$ cat src/rtl/qdac_pkg.sv
package qdac_pkg;

  localparam int ADDR_W  = 2;
  localparam int CODE_W  = 12;
  localparam int FRAME_W = 16;
  localparam int PAD_W   = FRAME_W - ADDR_W - CODE_W;

  typedef enum logic [2:0] {
    ST_IDLE,
    ST_LEAD,
    ST_LOW,
    ST_HIGH,
    ST_GAP,
    ST_PULSE
  } qdac_state_e;

  function automatic int max3(input int a, input int b, input int c);
    int m;
    m = (a > b) ? a : b;
    return (m > c) ? m : c;
  endfunction

  function automatic logic [FRAME_W-1:0] pack_frame(
    input logic [ADDR_W-1:0] ch,
    input logic [CODE_W-1:0] code
  );
    return {ch, {PAD_W{1'b0}}, code};
  endfunction

endpackage

$ cat src/rtl/qdac_span_timer.sv
module qdac_span_timer #(
  parameter int W = 3
) (
  input  logic         clk,
  input  logic         rst_n,
  input  logic         reload,
  input  logic [W-1:0] len_m1,
  output logic         expired
);

  logic [W-1:0] remain;

  always_ff @(posedge clk or negedge rst_n) begin
    if (!rst_n) begin
      remain <= '0;
    end else if (reload) begin
      remain <= len_m1;
    end else if (remain != '0) begin
      remain <= remain - 1'b1;
    end
  end

  assign expired = (remain == '0);

  // the count only moves down between reloads
  assert_count_down_R10: assert property (@(posedge clk) disable iff (!rst_n)
    ($past(remain) != '0 && !$past(reload)) |-> (remain == $past(remain) - 1'b1));

endmodule

$ cat src/rtl/qdac_frame_shifter.sv
module qdac_frame_shifter #(
  parameter int FRAME_W = 16
) (
  input  logic               clk,
  input  logic               rst_n,
  input  logic               load,
  input  logic [FRAME_W-1:0] frame,
  input  logic               advance,
  output logic               msb,
  output logic               last
);

  localparam int CW = $clog2(FRAME_W);

  logic [FRAME_W-1:0] shreg;
  logic [CW-1:0]      bitcnt;

  always_ff @(posedge clk or negedge rst_n) begin
    if (!rst_n) begin
      shreg  <= '0;
      bitcnt <= '0;
    end else if (load) begin
      shreg  <= frame;
      bitcnt <= '0;
    end else if (advance) begin
      shreg  <= {shreg[FRAME_W-2:0], 1'b0};
      bitcnt <= bitcnt + 1'b1;
    end
  end

  assign msb  = shreg[FRAME_W-1];
  assign last = (bitcnt == CW'(FRAME_W - 1));

  assert_no_load_and_shift_R2: assert property (@(posedge clk) disable iff (!rst_n)
    !(load && advance));

  assert_no_shift_past_end_R2: assert property (@(posedge clk) disable iff (!rst_n)
    advance |-> !last);

endmodule

$ cat src/rtl/qdac_loader.sv
module qdac_loader
  import qdac_pkg::*;
#(
  parameter int HALF_DIV    = 4,
  parameter int LOAD_CYCLES = 2,
  parameter int LOAD_SETUP  = 1
) (
  input  logic              clk,
  input  logic              rst_n,
  input  logic              clear_in,
  input  logic              req_valid,
  output logic              req_ready,
  input  logic [ADDR_W-1:0] req_chan,
  input  logic [CODE_W-1:0] req_code,
  output logic              dac_sclk,
  output logic              dac_sdi,
  output logic              dac_cs_n,
  output logic              dac_load_n,
  output logic              dac_clr_n
);

  localparam int           MAXLEN = max3(HALF_DIV, LOAD_CYCLES, LOAD_SETUP);
  localparam int           TW     = $clog2(MAXLEN + 1);
  localparam logic [TW-1:0] HALF_M1  = TW'(HALF_DIV - 1);
  localparam logic [TW-1:0] SETUP_M1 = TW'(LOAD_SETUP - 1);
  localparam logic [TW-1:0] PULSE_M1 = TW'(LOAD_CYCLES - 1);

  qdac_state_e   state, state_nxt;
  logic          t_reload, t_expired;
  logic [TW-1:0] t_len;
  logic          s_load, s_advance, s_msb, s_last;
  logic          accept;

  assign req_ready = (state == ST_IDLE) && !clear_in;
  assign accept    = req_valid && req_ready;

  always_comb begin
    state_nxt = state;
    t_reload  = 1'b0;
    t_len     = HALF_M1;
    s_load    = 1'b0;
    s_advance = 1'b0;
    unique case (state)
      ST_IDLE: if (accept) begin
        state_nxt = ST_LEAD;
        t_reload  = 1'b1;
        s_load    = 1'b1;
      end
      ST_LEAD: if (t_expired) begin
        state_nxt = ST_LOW;
        t_reload  = 1'b1;
      end
      ST_LOW: if (t_expired) begin
        state_nxt = ST_HIGH;
        t_reload  = 1'b1;
      end
      ST_HIGH: if (t_expired) begin
        t_reload = 1'b1;
        if (s_last) begin
          state_nxt = ST_GAP;
          t_len     = SETUP_M1;
        end else begin
          state_nxt = ST_LOW;
          s_advance = 1'b1;
        end
      end
      ST_GAP: if (t_expired) begin
        state_nxt = ST_PULSE;
        t_reload  = 1'b1;
        t_len     = PULSE_M1;
      end
      ST_PULSE: if (t_expired) begin
        state_nxt = ST_IDLE;
      end
      default: state_nxt = ST_IDLE;
    endcase
    if (clear_in) begin
      state_nxt = ST_IDLE;
    end
  end

  always_ff @(posedge clk or negedge rst_n) begin
    if (!rst_n) begin
      state <= ST_IDLE;
    end else begin
      state <= state_nxt;
    end
  end

  qdac_span_timer #(.W(TW)) u_timer (
    .clk     (clk),
    .rst_n   (rst_n),
    .reload  (t_reload),
    .len_m1  (t_len),
    .expired (t_expired)
  );

  qdac_frame_shifter #(.FRAME_W(FRAME_W)) u_shifter (
    .clk     (clk),
    .rst_n   (rst_n),
    .load    (s_load),
    .frame   (pack_frame(req_chan, req_code)),
    .advance (s_advance),
    .msb     (s_msb),
    .last    (s_last)
  );

  assign dac_sclk   = (state != ST_LOW);
  assign dac_cs_n   = !((state == ST_LEAD) || (state == ST_LOW) || (state == ST_HIGH));
  assign dac_load_n = (state != ST_PULSE);
  assign dac_sdi    = s_msb;
  assign dac_clr_n  = !clear_in;

  assert_sdi_stable_high_R1: assert property (@(posedge clk) disable iff (!rst_n)
    (dac_sclk && $past(dac_sclk) && !dac_cs_n && !$past(dac_cs_n)) |-> $stable(dac_sdi));

  assert_sclk_low_in_frame_R4: assert property (@(posedge clk) disable iff (!rst_n)
    !dac_sclk |-> !dac_cs_n);

  assert_cs_release_high_R5: assert property (@(posedge clk) disable iff (!rst_n)
    ($rose(dac_cs_n) && !$past(clear_in)) |-> (dac_sclk && $past(dac_sclk)));

  assert_load_outside_cs_R6: assert property (@(posedge clk) disable iff (!rst_n)
    !dac_load_n |-> dac_cs_n);

  assert_load_after_gap_R6: assert property (@(posedge clk) disable iff (!rst_n)
    $fell(dac_load_n) |-> $past(dac_cs_n));

  assert_ready_idle_R8: assert property (@(posedge clk) disable iff (!rst_n)
    req_ready |-> (dac_cs_n && dac_load_n && dac_sclk));

  assert_clear_idles_R9: assert property (@(posedge clk) disable iff (!rst_n)
    clear_in |=> (dac_cs_n && dac_load_n && dac_sclk));

endmodule

$ cat config.mk
export PLATFORM = sky130hd
export DESIGN_NAME = qdac_loader
export DESIGN_NICKNAME = d
export VERILOG_FILES = /design/src/rtl/qdac_pkg.sv /design/src/rtl/qdac_span_timer.sv /design/src/rtl/qdac_frame_shifter.sv /design/src/rtl/qdac_loader.sv
export SDC_FILE = /design/constraint.sdc
export NUM_CORES = 1
export LEC_CHECK = 0
export ABC_AREA = 1
export BUFFER_PORTS_ARGS = -buffer_cell sky130_fd_sc_hd__buf_4
export CAP_MARGIN = 20
export CORE_ASPECT_RATIO = 1.5
export CORE_MARGIN = 8
export CORE_UTILIZATION = 35
export DETAILED_ROUTE_END_ITERATION = 16
export PLACE_DENSITY = 0.66
export SYNTH_ARGS = -nofsm -noshare
export SYNTH_HDL_FRONTEND = slang
export SYNTH_SLANG_ARGS = --single-unit
$ cat constraint.sdc
create_clock -name clk -period 1.95 [get_ports clk]
set_input_delay 0.2925 -clock clk [delete_from_list [all_inputs] [get_ports clk]]
set_output_delay 0.2925 -clock clk [all_outputs]
set_load 0.05 [all_outputs]
==> results of run 1 <==
-- sequential cells by signal, summed over array words and instances (netlist names) --
signal	count
u_shifter.shreg	16
u_shifter.bitcnt	4
state	3
u_timer.remain	3
-- how the worst max path moves through the flow --
stage / startpoint / to / slack [ns]
after floorplan: state[1] / req_ready / 0.24
after global placement: u_timer.remain[0] / state[1] / 0.44
after detailed placement: u_timer.remain[0] / u_timer.remain[2] / 0.41
after CTS: state[1] / req_ready / 0.23
after global routing: state[1] / req_ready / 0.14
final: state[1] / req_ready / 0.23
-- tightest hold or removal path, cell delays in order --
cell and delay, ns:
buf_4 0.08, nand2_1 0.04, nand2_1 0.05
-- through the flow --
stage / util / area (sq um) / total power, W
after floorplan: - / 1330 / 0.00156
after global placement: 0.420 / 1530 / 0.00179
after detailed placement: 0.420 / 1530 / 0.00181
after CTS: 0.442 / 1610 / 0.00225
after global routing: 0.442 / 1610 / 0.00240
final: 0.442 / 1610 / 0.00222
-- where the power goes --
group	internal, W	leakage (nW)	switching, W
Clock	0.000274	0.0357	0.000164
Combinational	0.000327	0.447	0.000558
Sequential	0.000757	0.324	0.000141
-- logic make-up after synthesis --
family	share of synthesized area
fa+ha+maj	0.0283
compound gates	0.0670
flops	0.491
buf+inv	0.0651
xor+xnor	0.0264
simple gates	0.323
-- area by class of cell --
type                       instances  area, sq um  area share
timing repair buffer              26          198       0.122
multi-input combinational        119          589       0.365
tap                               43         53.8      0.0333
clock inverter                     1         30.0      0.0186
sequential                        26          651       0.403
clock buffer                       3         41.3      0.0256
inverter                          13         51.3      0.0318
-- routing by layer --
layer  vias to the layer above  routed length [um]  global-route usage
met1                       509                1240               0.111
met2                        21                1340               0.154
met3                         2                 128              0.0160
met4                         0                  22              0.0322
li1                        569                   -                   -
met5                         -                   0                   0
-- cell usage after synthesis (2+ instances only) --
library cell and count:
nor2_1 18, inv_2 2, o211ai_1 3, ha_1 3, nand2_1 53, inv_1 10, buf_6 2, nor2_2 3
o22ai_1 3, o21ai_0 6, nand3_1 15, nor3_1 2, dfrtp_1 26, xor2_1 3
-- layout by cell type (no fill, tap or decap), drive strengths merged --
master	synthesis	routed
a21oi	1	1
and3	1	1
buf	4	25
bufinv	0	1
clkbuf	0	3
dfrtp	26	26
dlygate4sd3	0	1
ha	3	3
inv	13	13
nand2	54	54
nand3	17	17
nand4	1	1
nor2	21	21
nor3	2	2
o211ai	3	3
o21ai	7	7
o22ai	3	3
o31ai	1	1
or2	1	1
xnor2	1	1
xor2	3	3
==> run_results.csv, run 1 <==
group,metric,value,unit
floorplanning,core,0.00365,sq mm
place,place_worst_setup_slack,0.406,ns
clock_network,insertion_delay,0.27,ns
setup_path,worst-path-buf-inv,1,
setup_path,cp.arrival,1.43,ns
sta,period_needed,1.72,ns
global_route,grtUsageTotal,0.0913,
sta,rsz0062_at_grt,"false",
sta,worst_slack,0.230,ns
logic_synthesis,ys_top_cells_by_area,"dfrtp_1 49%, nand2_1 15%, nand3_1 5.7%, nor2_1 5.1%, ha_1 2.8%",
logic_synthesis,synth_seq_area_share,0.491,
logic_synthesis,syn_inst,162,
sta,min_period_over_period,0.882,
logic_synthesis,synth_seq_cells,26,
worst_hold_path,hold_depth,3,
floorplanning,die_w,66.3,um
logic_synthesis,synth_async_sr_flop_share,1.00,
setup_path,r2r_start,"u_timer.remain[0]",
place,gp_congestion,0.810,
routing,drt-initial-drc-count,52,
global_route,grt_pass1_wl,4.62,mm
setup_path,timing.rr.end,"u_timer.remain[2]",
logic_synthesis,synth.cell_area,0.00133,sq mm
routing,vias_per_cell,4.77,
place,dp_cells,226,
final_layout,diodes,0,
final_layout,nFillCells,390,
final_layout,layout-drive-gt1-share,0.207,
routing,drc,0,
logic_synthesis,yosys.area.top_type,"dfrtp_1",
clock_network,cts_buffer_depth,2,
setup_path,reg2reg_slack,0.42,ns
worst_hold_path,whs_endpoint,"u_shifter.shreg[0]",
clock_network,numCtsBuffers,3,
worst_hold_path,worstHoldStart,"req_code[0]",
clock_network,cts_sinks,26,
clock_network,holdBufCountCts,1,
clock_network,post_cts_buffers,0,
worst_hold_path,hp-class,"input port to flop",
global_route,grt_max_degree,27,
final_layout,area_growth,21.7,%
global_route,grt_pass1_vias,1093,
routing,ant_nets,0,
pwr,irDropWorstVdd,0.734,mV
setup_path,path_class,"flop to output port",
sta,hold_slack,0.228,ns
sta,maxSlewViolCount,0,
sta,setup_tns,0,ns
sta,finalSetupViolCount,0,
floorplanning,core.rowCount,27,
flow_run,max_cap_violations,0,
floorplanning,die_y,91.4,um
setup_path,cp_cell_sequence,"nor2_2 > nand2_1 > nor2_1 > buf_4",
setup_path,cp-start-kind,"flop",
sta,skew,0.00843,ns
sta,hold_violations,0,
logic_synthesis,synth_top_cell_area_share,0.491,
setup_path,required,1.66,ns
floorplanning,dieArea,0.00606,sq mm
setup_path,slowest_stage,"dfrtp_1",
global_route,grt-ovfl-total,0,
pwr,cellPowerDensity,1380,mW/mm^2
logic_synthesis,synth_edf_count,0,
logic_synthesis,syn_avg_cell_area,8.19,sq um
clock_network,cts-root-buf,"clkbuf_8",
routing,via_count,1101,
routing,wire_per_inst,11.8,um
logic_synthesis,yosysUniqueCellTypes,27,
setup_path,cp_max_fo,7,
clock_network,clk_pin_slew_worst_paths,0.09,ns
final_layout,fin_cells,231,
clock_network,cts-resized-gates,0,
logic_synthesis,syn-num-nets,183,
clock_network,ctsHtreeMaxLevel,1,
final_layout,nets,210,
clock_network,cts_tree,"done",
sta,worst_pin_slew,0.354,ns
setup_path,slowest_delay,0.45,ns
outcome,status,"complete, no violations",
setup_path,rr_worst_depth,9,
setup_path,worst-path-stages,4,
pwr,p_leak,0.808,nW
logic_synthesis,yosysWarnings,0,
place,portBuffers,23,
routing,drtPass1Iterations,4,
routing,wl,2.72,mm
sta,slew_headroom,0.762,
setup_path,end_kind,"output port",
logic_synthesis,synth_flop_cell,"dfrtp_1",
floorplanning,start_util,0.364,
setup_path,crit_family,"simple AND/OR/NAND/NOR gates",
global_route,antenna_found_initial,0,
sta,fmax,581,MHz
floorplanning,ios,24,
place,post-dp-hpwl,2.08,mm
Note: power is estimated with default switching activity, not from simulation.
==> run 2: changes to the inputs <==
--- a/config.mk
+++ b/config.mk
@@ -12,7 +12,8 @@
 export CORE_MARGIN = 8
 export CORE_UTILIZATION = 35
 export DETAILED_ROUTE_END_ITERATION = 16
-export PLACE_DENSITY = 0.66
+export PLACE_DENSITY = 0.59
 export SYNTH_ARGS = -nofsm -noshare
 export SYNTH_HDL_FRONTEND = slang
+export SYNTH_HIERARCHICAL = 1
 export SYNTH_SLANG_ARGS = --single-unit
==> run_results.csv, run 2 <==
group,metric,value,unit
setup_path,cp.arrival,1.90,ns
sta,finalSetupViolCount,0,
logic_synthesis,synth_flop_cell,"dfrtp_1",
clock_network,ctsHtreeMaxLevel,1,
place,post-dp-hpwl,2.23,mm
setup_path,required,2.11,ns
logic_synthesis,ys_top_cells_by_area,"dfrtp_1 44%, nand2_1 18%, inv_1 5.1%, nand3_1 5.1%, nand2_2 3.0%",
pwr,p_leak,0.906,nW
floorplanning,die_y,95.2,um
place,portBuffers,23,
logic_synthesis,syn_inst,189,
routing,drt-initial-drc-count,42,
floorplanning,start_util,0.354,
pwr,irDropWorstVdd,0.719,mV
routing,drtPass1Iterations,4,
global_route,grt-ovfl-total,0,
logic_synthesis,synthTopCellsByCount,"69 x nand2_1, 26 x dfrtp_1, 20 x inv_1",
routing,wl,2.89,mm
floorplanning,dieArea,0.00655,sq mm
routing,vias_per_cell,4.69,
sta,maxSlewViolCount,0,
final_layout,top_register,"u_shifter/shreg",
sta,period_needed,1.74,ns
floorplanning,core.rowCount,29,
outcome,status,"complete, no violations",
logic_synthesis,synth_seq_area_share,0.445,
floorplanning,ios,24,
sta,skew,0.00130,ns
sta,hold_violations,0,
logic_synthesis,synth_top_cell_area_share,0.445,
worst_hold_path,hp-class,"input port to flop",
final_layout,final_common_cell,"nand2_1",
clock_network,insertion_delay,0.26,ns
logic_synthesis,yosys.area.top_type,"dfrtp_1",
floorplanning,die_w,68.8,um
clock_network,cts_buffer_depth,2,
global_route,grt_max_degree,27,
routing,via_count,1244,
logic_synthesis,syn_avg_cell_area,7.74,sq um
sta,min_period_over_period,0.893,
clock_network,cts_tree,"done",
setup_path,cp-start-kind,"flop",
setup_path,cp_max_fo,17,
flow_run,max_cap_violations,0,
final_layout,nets,242,
logic_synthesis,synth_async_sr_flop_share,1.00,
clock_network,cts_sinks,26,
setup_path,end_kind,"flop",
final_layout,layout_common_cells,"69 x nand2_1, 28 x buf_4, 26 x dfrtp_1",
logic_synthesis,synth.cell_area,0.00146,sq mm
final_layout,area_growth,20.5,%
final_layout,layout-drive-gt1-share,0.242,
routing,wire_per_inst,10.9,um
clock_network,clk_pin_slew_worst_paths,0.08,ns
global_route,grtUsageTotal,0.101,
clock_network,numCtsBuffers,3,
sta,rsz0062_at_grt,"false",
final_layout,reg_top3,"u_shifter/shreg: 16 flops, u_shifter/bitcnt: 4 flops",
global_route,grt_pass1_wl,5.24,mm
logic_synthesis,yosysWarnings,6,
logic_synthesis,yosysUniqueCellTypes,26,
sta,setup_tns,0,ns
clock_network,cts-resized-gates,0,
global_route,antenna_found_initial,0,
final_layout,largest_reg_flops,16,
routing,drc,0,
pwr,fin_total_pwr,0.00220,W
sta,fmax,574,MHz
setup_path,path_class,"flop to flop",
global_route,grt_pass1_vias,1267,
logic_synthesis,synth_seq_cells,26,
floorplanning,core,0.00414,sq mm
clock_network,cts-root-buf,"clkbuf_8",
place,gp_congestion,0.814,
logic_synthesis,synth_edf_count,0,
routing,ant_nets,0,
final_layout,nFillCells,454,
final_layout,diodes,0,
logic_synthesis,synth_most_common_cell,"nand2_1",
pwr,cellPowerDensity,1250,mW/mm^2
==> run 2: cell types whose count changed in the layout (fill, tap and decap cells not counted), moves of 2 or more <==
cell,delta
inv_1,+10
o211ai_1,-2
buf_4,+3
o22ai_1,-3
conb_1,+3
a22oi_1,+4
nor2_1,-10
nand2_1,+16
nand2_2,+7
xor2_1,-3
nor2_4,+2
inv_2,+2
a21oi_1,+5
==> run 2: final timing paths <==
| check | startpoint | to | slack (ns) | cells past startpoint |
|---|---|---|---|---|
| min in group asynchronous | rst_n | u_timer/remain[2] | 0.47 | 2 |
| worst max register to register | u_shifter/bitcnt[1] | u_shifter/bitcnt[3] | 0.21 | 11 |
| max in group asynchronous | rst_n | state[0] | 1.23 | 2 |
| worst min-delay path | req_code[0] | u_shifter/shreg[0] | 0.24 | 3 |
| worst max-delay path | u_shifter/bitcnt[1] | u_shifter/bitcnt[3] | 0.21 | 11 |
| worst min register to register | u_timer/remain[1] | u_timer/remain[1] | 0.48 | 2 |
==> run 2: logic make-up after synthesis <==
kind of cell,Yosys count,share of synthesized area
adders and majority gates,3,0.0257
DFF,26,0.445
AOI/OAI and AO/OA,21,0.0907
other,1,0.00256
and+or+nand+nor,109,0.343
buffers and inverters,29,0.0932
==> run 2: final cells by class <==
cell class              instances  area [sq um]  share of cell area
multi-input cells             136           683               0.388
flip-flops and latches         26           651               0.369
repair buffers                 30           240               0.136
inverters                      24          90.1              0.0511
well taps                      46          57.6              0.0326
clock buffers                   3          41.3              0.0234
==> run 2: stage by stage <==
step	instances	instance area [sq um]	setup slack [ns]	util	hold slack (ns)
global placement	259	1680	0.238	0.407	0.224
CTS	263	1740	0.186	0.420	0.231
global route	265	1760	0.0127	0.426	0.234
detailed placement	259	1680	0.196	0.407	0.224
floorplan	191	1470	0.0740	-	-0.00309
finish	265	1760	0.209	0.426	0.238
==> run 2: timing repair <==
action                                  in CTS  in global routing
endpoints found under the hold margin       26                  0
endpoints found under the setup margin       0                  1
hold buffers                                 1                  0
setup buffers                                0                  2
==> run 2: power breakdown <==
part / internal [W] / total [W] / switching [W]
clock: 0.000138 / 0.000290 / 0.000152
sequential: 0.000758 / 0.000895 / 0.000137
combinational: 0.000386 / 0.00101 / 0.000627
==> run 2: layer usage <==
metal / part of all wire / global-route usage
met5: 0 / 0
met4: 0.014 / 0.0555
met3: 0.044 / 0.0118
met2: 0.49 / 0.170
met1: 0.45 / 0.118
==> run 2: critical path, stage by stage (launching register included) <==
cell and delay (ns):
dfrtp_1 0.37, ha_1 0.18, nand2_1 0.07, nor2_1 0.17, inv_1 0.07, nand2_2 0.09
nor2_1 0.06, buf_4 0.15, nor2_8 0.21, nor2_2 0.07, a21oi_1 0.12, nor2_1 0.06
